--- src/rtl/rxq_pkg.sv ---
package rxq_pkg;
   // per-cycle handshake outcome shared by storage and timer
   typedef struct packed {
      logic wr_acc;   // write accepted this cycle
      logic rd_acc;   // read accepted this cycle
      logic drained;  // queue will be empty after this edge
   } rxq_ctl_t;
endpackage

--- src/rtl/rxq_store.sv ---
module rxq_store
   import rxq_pkg::*;
#(
   parameter int unsigned DATA_W = 8,
   parameter int unsigned DEPTH  = 8
) (
   input  logic              clk,
   input  logic              rst_n,
   input  logic              wr_en,
   input  logic [DATA_W-1:0] wr_data,
   input  logic              rd_en,
   output logic [DATA_W-1:0] rd_data,
   output logic              empty,
   output logic              full,
   output rxq_ctl_t          ctl
);
   localparam int unsigned PW = (DEPTH > 1) ? $clog2(DEPTH) : 1;
   localparam int unsigned LW = $clog2(DEPTH + 1);
   localparam bit          POW2 = ((DEPTH & (DEPTH - 1)) == 0);

   logic [DATA_W-1:0] mem [DEPTH];
   logic [PW-1:0]     wptr, rptr, wptr_inc, rptr_inc;
   logic [LW-1:0]     level, level_nxt;
   logic              wacc, racc;

   assign empty = (level == '0);
   assign full  = (level == LW'(DEPTH));
   assign wacc  = wr_en && !full;
   assign racc  = rd_en && !empty;
   assign level_nxt = level + LW'(wacc) - LW'(racc);

   assign ctl.wr_acc  = wacc;
   assign ctl.rd_acc  = racc;
   assign ctl.drained = (level_nxt == '0);

   generate
      if (POW2) begin : g_wrap_nat
         assign wptr_inc = wptr + PW'(1);
         assign rptr_inc = rptr + PW'(1);
      end else begin : g_wrap_cmp
         assign wptr_inc = (wptr == PW'(DEPTH - 1)) ? '0 : wptr + PW'(1);
         assign rptr_inc = (rptr == PW'(DEPTH - 1)) ? '0 : rptr + PW'(1);
      end
   endgenerate

   always_ff @(posedge clk) begin
      if (!rst_n) begin
         wptr    <= '0;
         rptr    <= '0;
         level   <= '0;
         rd_data <= '0;
      end else begin
         level <= level_nxt;
         if (wacc) wptr <= wptr_inc;
         if (racc) begin
            rptr    <= rptr_inc;
            rd_data <= mem[rptr];
         end
      end
   end

   always_ff @(posedge clk) begin
      if (wacc) mem[wptr] <= wr_data;
   end
endmodule

--- src/rtl/rxq_timer.sv ---
module rxq_timer
   import rxq_pkg::*;
#(
   parameter int unsigned TMO_TICKS = 32
) (
   input  logic     clk,
   input  logic     rst_n,
   input  rxq_ctl_t ctl,
   input  logic     tick,
   input  logic     clr,
   output logic     tmo
);
   localparam int unsigned CW = $clog2(TMO_TICKS + 1);
   localparam logic [CW-1:0] LOAD = CW'(TMO_TICKS);

   logic [CW-1:0] cnt;
   logic          restart, expire;

   assign restart = ctl.wr_acc || ctl.drained || clr;
   assign expire  = !restart && tick && (cnt == CW'(1));

   always_ff @(posedge clk) begin
      if (!rst_n) begin
         cnt <= LOAD;
         tmo <= 1'b0;
      end else begin
         if (restart)                 cnt <= LOAD;
         else if (tick && cnt != '0)  cnt <= cnt - CW'(1);
         if (ctl.drained || clr)      tmo <= 1'b0;
         else if (expire)             tmo <= 1'b1;
      end
   end
endmodule

--- src/rtl/rx_fifo_tmo.sv ---
module rx_fifo_tmo
   import rxq_pkg::*;
#(
   parameter int unsigned DATA_W    = 8,
   parameter int unsigned DEPTH     = 8,
   parameter int unsigned TMO_TICKS = 32
) (
   input  logic              clk,
   input  logic              rst_n,
   input  logic              wr_en,
   input  logic [DATA_W-1:0] wr_data,
   input  logic              rd_en,
   output logic [DATA_W-1:0] rd_data,
   input  logic              tick,
   input  logic              clr,
   output logic              empty,
   output logic              full,
   output logic              tmo_flag,
   output logic              ovr_flag
);
   generate
      if (DATA_W < 1) begin : g_bad_w
         $error("rx_fifo_tmo: DATA_W must be at least 1");
      end
      if (DEPTH < 2) begin : g_bad_d
         $error("rx_fifo_tmo: DEPTH must be at least 2");
      end
      if (TMO_TICKS < 1) begin : g_bad_t
         $error("rx_fifo_tmo: TMO_TICKS must be at least 1");
      end
   endgenerate

   rxq_ctl_t ctl;

   rxq_store #(.DATA_W(DATA_W), .DEPTH(DEPTH)) u_store (
      .clk     (clk),
      .rst_n   (rst_n),
      .wr_en   (wr_en),
      .wr_data (wr_data),
      .rd_en   (rd_en),
      .rd_data (rd_data),
      .empty   (empty),
      .full    (full),
      .ctl     (ctl)
   );

   rxq_timer #(.TMO_TICKS(TMO_TICKS)) u_timer (
      .clk   (clk),
      .rst_n (rst_n),
      .ctl   (ctl),
      .tick  (tick),
      .clr   (clr),
      .tmo   (tmo_flag)
   );

   // sticky overrun: a dropped word outranks a clear in the same cycle
   always_ff @(posedge clk) begin
      if (!rst_n)             ovr_flag <= 1'b0;
      else if (wr_en && full) ovr_flag <= 1'b1;
      else if (clr)           ovr_flag <= 1'b0;
   end
endmodule

--- config.mk ---
export PLATFORM = sky130hd
export DESIGN_NAME = rx_fifo_tmo
export DESIGN_NICKNAME = d
export VERILOG_FILES = /design/src/rtl/rxq_pkg.sv /design/src/rtl/rxq_store.sv /design/src/rtl/rxq_timer.sv /design/src/rtl/rx_fifo_tmo.sv
export SDC_FILE = /design/constraint.sdc
export NUM_CORES = 1
export LEC_CHECK = 0
export CORE_MARGIN = 2
export CORE_UTILIZATION = 30
export DETAILED_ROUTE_END_ITERATION = 8
export DONT_BUFFER_PORTS = 1
export PLACE_DENSITY_LB_ADDON = 0.2
export RECOVER_POWER = 100
export REMOVE_ABC_BUFFERS = 1
export SLEW_MARGIN = 20
export SYNTH_ARGS = -nofsm -noshare
export SYNTH_HDL_FRONTEND = slang
export SYNTH_SLANG_ARGS = --single-unit
export TNS_END_PERCENT = 1
--- constraint.sdc ---
create_clock -name clk -period 4.7 [get_ports clk]
set_clock_uncertainty 0.1 [all_clocks]
set_input_delay 0.47 -clock clk [delete_from_list [all_inputs] [get_ports clk]]
set_output_delay 0.47 -clock clk [all_outputs]
set_load 0.01 [all_outputs]
# Word-level counts from Yosys, hierarchy flattened
# Memories as Yosys holds them, arrays and structs flattened. A register that Yosys moved wholly into a read port is not among the register bits.
# Cells that the tools add are included.
[word_totals] reg_bits=18 memories=1 romBits=0 out_inout_bits=12 ramBits=64 inputBits=14 latchBits=0
[memory_table] memory="u_store.mem" words=8 word_bits=8 read_ports=1 rd_ports_with_merged_regs=1 wr=1 line_no="rxq_store.sv:21" rtl="logic [DATA_W-1:0] mem [DEPTH];"
[op_classes] eq_ne=2 bitwise_logic=1 div_mod_pow=0 multipliers=0 reduce_logical=19 n_shift=0 magnitude_cmp=0 n_mux=4 add_sub_neg=5
[ops] op="$logic_not A4 Y1" count=2
[ops] op="$add A3 B1 Y3 const B" count=2
[ops] op="$eq A6 B1 Y1 const B" count=1
[ops] op="$logic_and A1 B1 Y1" count=6
[ops] op="$reduce_bool A6 Y1" count=1
[ops] op="$sub A6 B1 Y6 const B" count=1
[ops] op="$add A4 B1 Y4" count=1
[ops] op="$eq A4 B4 Y1 const B" count=1
[ops] op="$logic_not A1 Y1" count=4
[ops] op="$mux W1" count=4
[ops] op="$reduce_or A2 Y1" count=2
[ops] op="$sub A4 B1 Y4" count=1
[ops] op="$logic_or A1 B1 Y1" count=3
[ops] op="$reduce_bool A2 Y1" count=1
[ops] op="$not A1 Y1" count=1

# Logic depth before layout (Yosys ltp)
[logic_depth] ltp_word=11 mapped_depth=14

# Cells and area by module
# From an unflattened synthesis, not the netlist that was laid out.
[unflattened] cells_unflattened=262 area_unflattened_um2=3758.6
[by_module_without_submodules] module="rxq_store" area_each_um2=3335.7 cells_each=215 seq_area_each_um2=2282.2 n_inst=1
[by_module_without_submodules] module="rxq_timer" area_each_um2=381.6 cells_each=43 seq_area_each_um2=140.1 n_inst=1
[by_module_without_submodules] module="rx_fifo_tmo" area_each_um2=41.3 cells_each=4 seq_area_each_um2=20.0 n_inst=1

# Worst setup path after synthesis
# OpenSTA, ideal clock, no wires.
[synth_timing] kind="register to register" startpoint="register u_store.level[2]" endpoint="register u_timer.cnt[1]" stages_incl_launch_ff=15 period_less_slack_ns=3.087 required_ns=4.456 n_path_buf=1 setup_slack_ns=1.613 t_arrival_ns=2.844 setup_time_ns=0.144 path_cell_list="dfxtp_1 inv_1 ha_1 or3b_1 nand2_1 inv_2 buf_2 ha_1 inv_1 ha_1 inv_1 fa_1 xnor2_1 nor4_2 nor4b_1"
[synth_between] elab_cells_between_ends=12 classes_between="add/sub: 2; eq/ne: 1; reduce/logical: 9"
[synth_lines] element="start, declared" line_no="rxq_store.sv:23" rtl="logic [LW-1:0] level, level_nxt;"
[synth_lines] element="start signal, assigned" line_no="rxq_store.sv:53" rtl="level <= level_nxt;"
[synth_lines] element="$logic_not A4 Y1" line_no="rxq_store.sv:26" rtl="assign empty = (level == '0);"
[synth_lines] element="$logic_not A1 Y1" line_no="rxq_store.sv:29" rtl="assign racc = rd_en && !empty;"
[synth_lines] element="$logic_and A1 B1 Y1" line_no="rxq_store.sv:29"
[synth_lines] element="via u_store.racc" line_no="rxq_store.sv:24" rtl="logic wacc, racc;"
[synth_lines] element="$sub A4 B1 Y4" line_no="rxq_store.sv:30" rtl="assign level_nxt = level + LW'(wacc) - LW'(racc);"
[synth_lines] element="$logic_not A4 Y1" line_no="rxq_store.sv:34" rtl="assign ctl.drained = (level_nxt == '0);"
[synth_lines] element="$logic_or A1 B1 Y1 (2 in series)" line_no="rxq_timer.sv:19" rtl="assign restart = ctl.wr_acc || ctl.drained || clr;"
[synth_lines] element="$reduce_or A2 Y1 (no source line)"
[synth_lines] element="end signal, assigned" line_no="rxq_timer.sv:28" rtl="else if (tick && cnt != '0) cnt <= cnt - CW'(1);"
[synth_lines] element="end, declared" line_no="rxq_timer.sv:16" rtl="logic [CW-1:0] cnt;"
# The timed path passes the listed nets, and every way through them passes these cells.
# A chain may end at the register's enable or synchronous reset.

# Worst setup path in the final report
[layout_timing] startpoint="register u_store.level[2]" endpoint="register u_timer.cnt[1]"
[layout_between] elab_chain_len=9 elab_cells_between_ends=12 classes_between="add/sub: 2; eq/ne: 1; reduce/logical: 9"
[layout_rtl] element="$eq A4 B4 Y1" line_no="rxq_store.sv:27" rtl="assign full = (level == LW'(DEPTH));"
[layout_rtl] element="$logic_not A1 Y1" line_no="rxq_store.sv:28" rtl="assign wacc = wr_en && !full;"
[layout_rtl] element="$logic_and A1 B1 Y1" line_no="rxq_store.sv:28"
[layout_rtl] element="$add A4 B1 Y4" line_no="rxq_store.sv:30"
[layout_rtl] element="$sub A4 B1 Y4" line_no="rxq_store.sv:30"
[layout_rtl] element="$logic_not A4 Y1" line_no="rxq_store.sv:34"
[layout_rtl] element="$logic_or A1 B1 Y1 * (2 in series)" line_no="rxq_timer.sv:19"
[layout_rtl] element="$reduce_or A2 Y1 (no source line) *"
# Mark *: on every way between the ends. The rest lies on a longest branch, timed or not.

==> flow_summary.json <==
{
  "yosys.area.top_type": "edfxtp_1",
  "syn_to_final_growth_pct": 11.6,
  "synthAdderAreaFrac_pct": 3.93,
  "yosys.area_share.simple_pct": 8.75,
  "pin_count": 26,
  "initial_utilization_pct": 30.7,
  "clock_sinks": 90,
  "syn_inst": 235,
  "utilization_pct": 34.3,
  "crit_chain": "inv_1 -> ha_1 -> or3b_1 -> nand2_1 -> inv_1 -> ha_1 -> inv_1 -> ha_1 -> inv_1 -> fa_1 -> xnor2_1 -> nor4_1 -> nor4b_1",
  "dr_total_vias": 1851,
  "diodes": 0,
  "die_h_um": 115,
  "rsz0062_at_grt": "false",
  "required_ns": 4.78,
  "ys_warn_count": 0,
  "synth_top_area_share_pct": 52.1,
  "final_common_cell": "edfxtp_1",
  "drive_gt1_share_pct": 14.3,
  "syn_avg_cell_area_um2": 15.7,
  "row_count": 40,
  "io_buffers": 0,
  "power.density_mw_per_mm2": 535,
  "grt_usage_pct": 11.7,
  "violations": "max-capacitance violations, max-slew violations",
  "total_power_uw": 2200,
  "crit_path_end_kind": "register",
  "relSlewSlack_pct": -2.82,
  "wire_per_inst_um": 17.7,
  "grt_overflow": 0,
  "dr.pass1.iters": 5,
  "final_max_slew_viol_count": 18,
  "coreArea_mm2": 0.0120,
  "synth-compound-area-share_pct": 4.71,
  "synthArstFlopShare_pct": 0,
  "grt_max_degree": 21,
  "cp_max_fo": 18,
  "clock_tree.buffer_depth": 2,
  "finalCriticalPeriod_ns": 3.74,
  "vias_per_cell": 4.72,
  "crit_path_start_kind": "register",
  "synth_top_family_by_area": "multiplexers",
  "synth_seq_area_share_pct": 66.2,
  "path_clk_slew_ns": 0.07,
  "h-tree-depth": 3,
  "die_w_um": 115,
  "finalWirelength_mm": 6.93,
  "hold_violations": 0,
  "numCtsBuffers": 9,
  "vdd_ir_drop_max_mv": 0.189,
  "root_buffer": "clkbuf_16",
  "antenna_found_initial": 0,
  "place_area_mm2": 0.00387,
  "final_antenna_net_count": 0,
  "max_stage_delay_ns": 0.84,
  "post-route-drc-count": 0,
  "synth.area.top_cells": "edfxtp_1 (52%), dfxtp_1 (14%), mux4_2 (9.8%)",
  "synth_ff_type": "edfxtp_1",
  "worstSetupPathType": "reg2reg",
  "setup_viol": 0,
  "cp.arrival_ns": 3.81,
  "p_leak_uw": 0.00134,
  "synth_xor_area_share_pct": 1.66,
  "synth_area_mm2": 0.00369,
  "cts_resized": 0,
  "outcome": "finished with violations",
  "cts_tree": "done",
  "clock_latency_ns": 0.33,
  "grt_pass1_wl_mm": 11.0,
  "ys_seq_elements": 90,
  "ctsHoldBuffers": 0,
  "synth_edf_count": 64,
  "hold_class": "in2reg",
  "post-route-period-util_pct": 79.5,
  "fin_area_mm2": 0.00412,
  "critPathMostFrequentCell": "inv_1",
  "setup_tns_ns": 0,
  "synthMuxAreaShare_pct": 12.2,
  "cts_setup_buffers": 0,
  "crit_path_top_delay_cell": "nor4_1",
  "dp_hpwl_mm": 4.33,
  "first_global_vias": 1938,
  "gp_congestion": 0.739,
  "final_cell_mix": "edfxtp_1 (64), dfxtp_1 (26), mux4_2 (16), inv_1 (13), a21oi_1 (12)",
  "synth_cell_types": 41,
  "worst_pin_slew_ns": 1.53,
  "num-nets-final": 265,
  "timing.max_cap.violations": 2,
  "drt_iter0_markers": 93,
  "die_area_mm2": 0.0132,
  "fmax_mhz": 268
}
[per-layer routing]
metal | wire length, um | share of wire [%] | GRT usage (%) | up-vias
li1 | - | - | - | 899
met1 | 3110 | 45 | 14.6 | 906
met2 | 3340 | 48 | 18.5 | 33
met3 | 297 | 4.3 | 3.27 | 13
met4 | 181 | 2.6 | 6.02 | 0
met5 | 0 | 0 | 0 | -
[stage by stage]
stage	hold WS, ns	setup slack, ns	cells
floorplan	0.389	1.73	227
global placement	0.426	1.44	376
detailed placement	0.426	1.37	376
CTS	0.110	1.33	392
global route	0.103	0.548	392
finish	0.123	0.962	392
[worst paths after layout]
path | slack (ns) | start | cells past startpoint | endpoint
worst min register to register | 0.43 | u_timer.cnt[1] | 2 | u_timer.cnt[1]
worst max register to register | 0.96 | u_store.level[2] | 13 | u_timer.cnt[1]
worst min-delay path | 0.12 | wr_data[4] | 0 | u_store.mem[3][4]
worst max-delay path | 0.96 | u_store.level[2] | 13 | u_timer.cnt[1]
[worst max-delay path: cells and delay by family, from the launching register on]
kind                       cells  cell delay, ns
DFF                            1            0.30
and+or+nand+nor                4            1.49
xor gates and xnor gates       1            0.15
adders and majority gates      4            1.05
buffers and inverters          4            0.48
[where the power goes]
group          leakage, uW  switching, uW  internal, uW  total (uW)
Combinational     0.000401            252           236         487
Sequential        0.000794           77.3           938        1020
Clock             0.000141            288           414         702
[final cells by class]
class,instances,area [um^2]
clock buffers,12,236
multi-input cells,124,1140
repair buffers,2,11.3
well taps,147,184
inverters,13,48.8
fillers,1152,7890
flip-flops and latches,90,2440
clock inverters,4,52.6
[kinds of logic (layout without fill, tap and decap cells)]
family	after synthesis	in the layout
DFF	90	90
and+or+nand+nor	52	52
AOI/OAI and AO/OA	29	29
muxes	25	25
buffers and inverters	21	31
adders and majority gates	11	11
xor gates and xnor gates	7	7
[sequential cells by signal, indices dropped and copies added, names as in the netlist]
register         count
ovr_flag             1
u_store.level        4
u_store.mem         64
u_store.rd_data      8
u_store.rptr         3
u_store.wptr         3
u_timer.cnt          6
u_timer.tmo          1
[synth_stat cells (all sizes together), types with 5 or more instances]
library cell and n:
o21ai 8, mux2i 9, nor2b 5, inv 13, nor3 9, a21oi 12
nand2 11, ha 10, edfxtp 64, dfxtp 26, buf 5, xnor2 6
and2 6, mux4 16
Power figures use the tool's default switching activity.
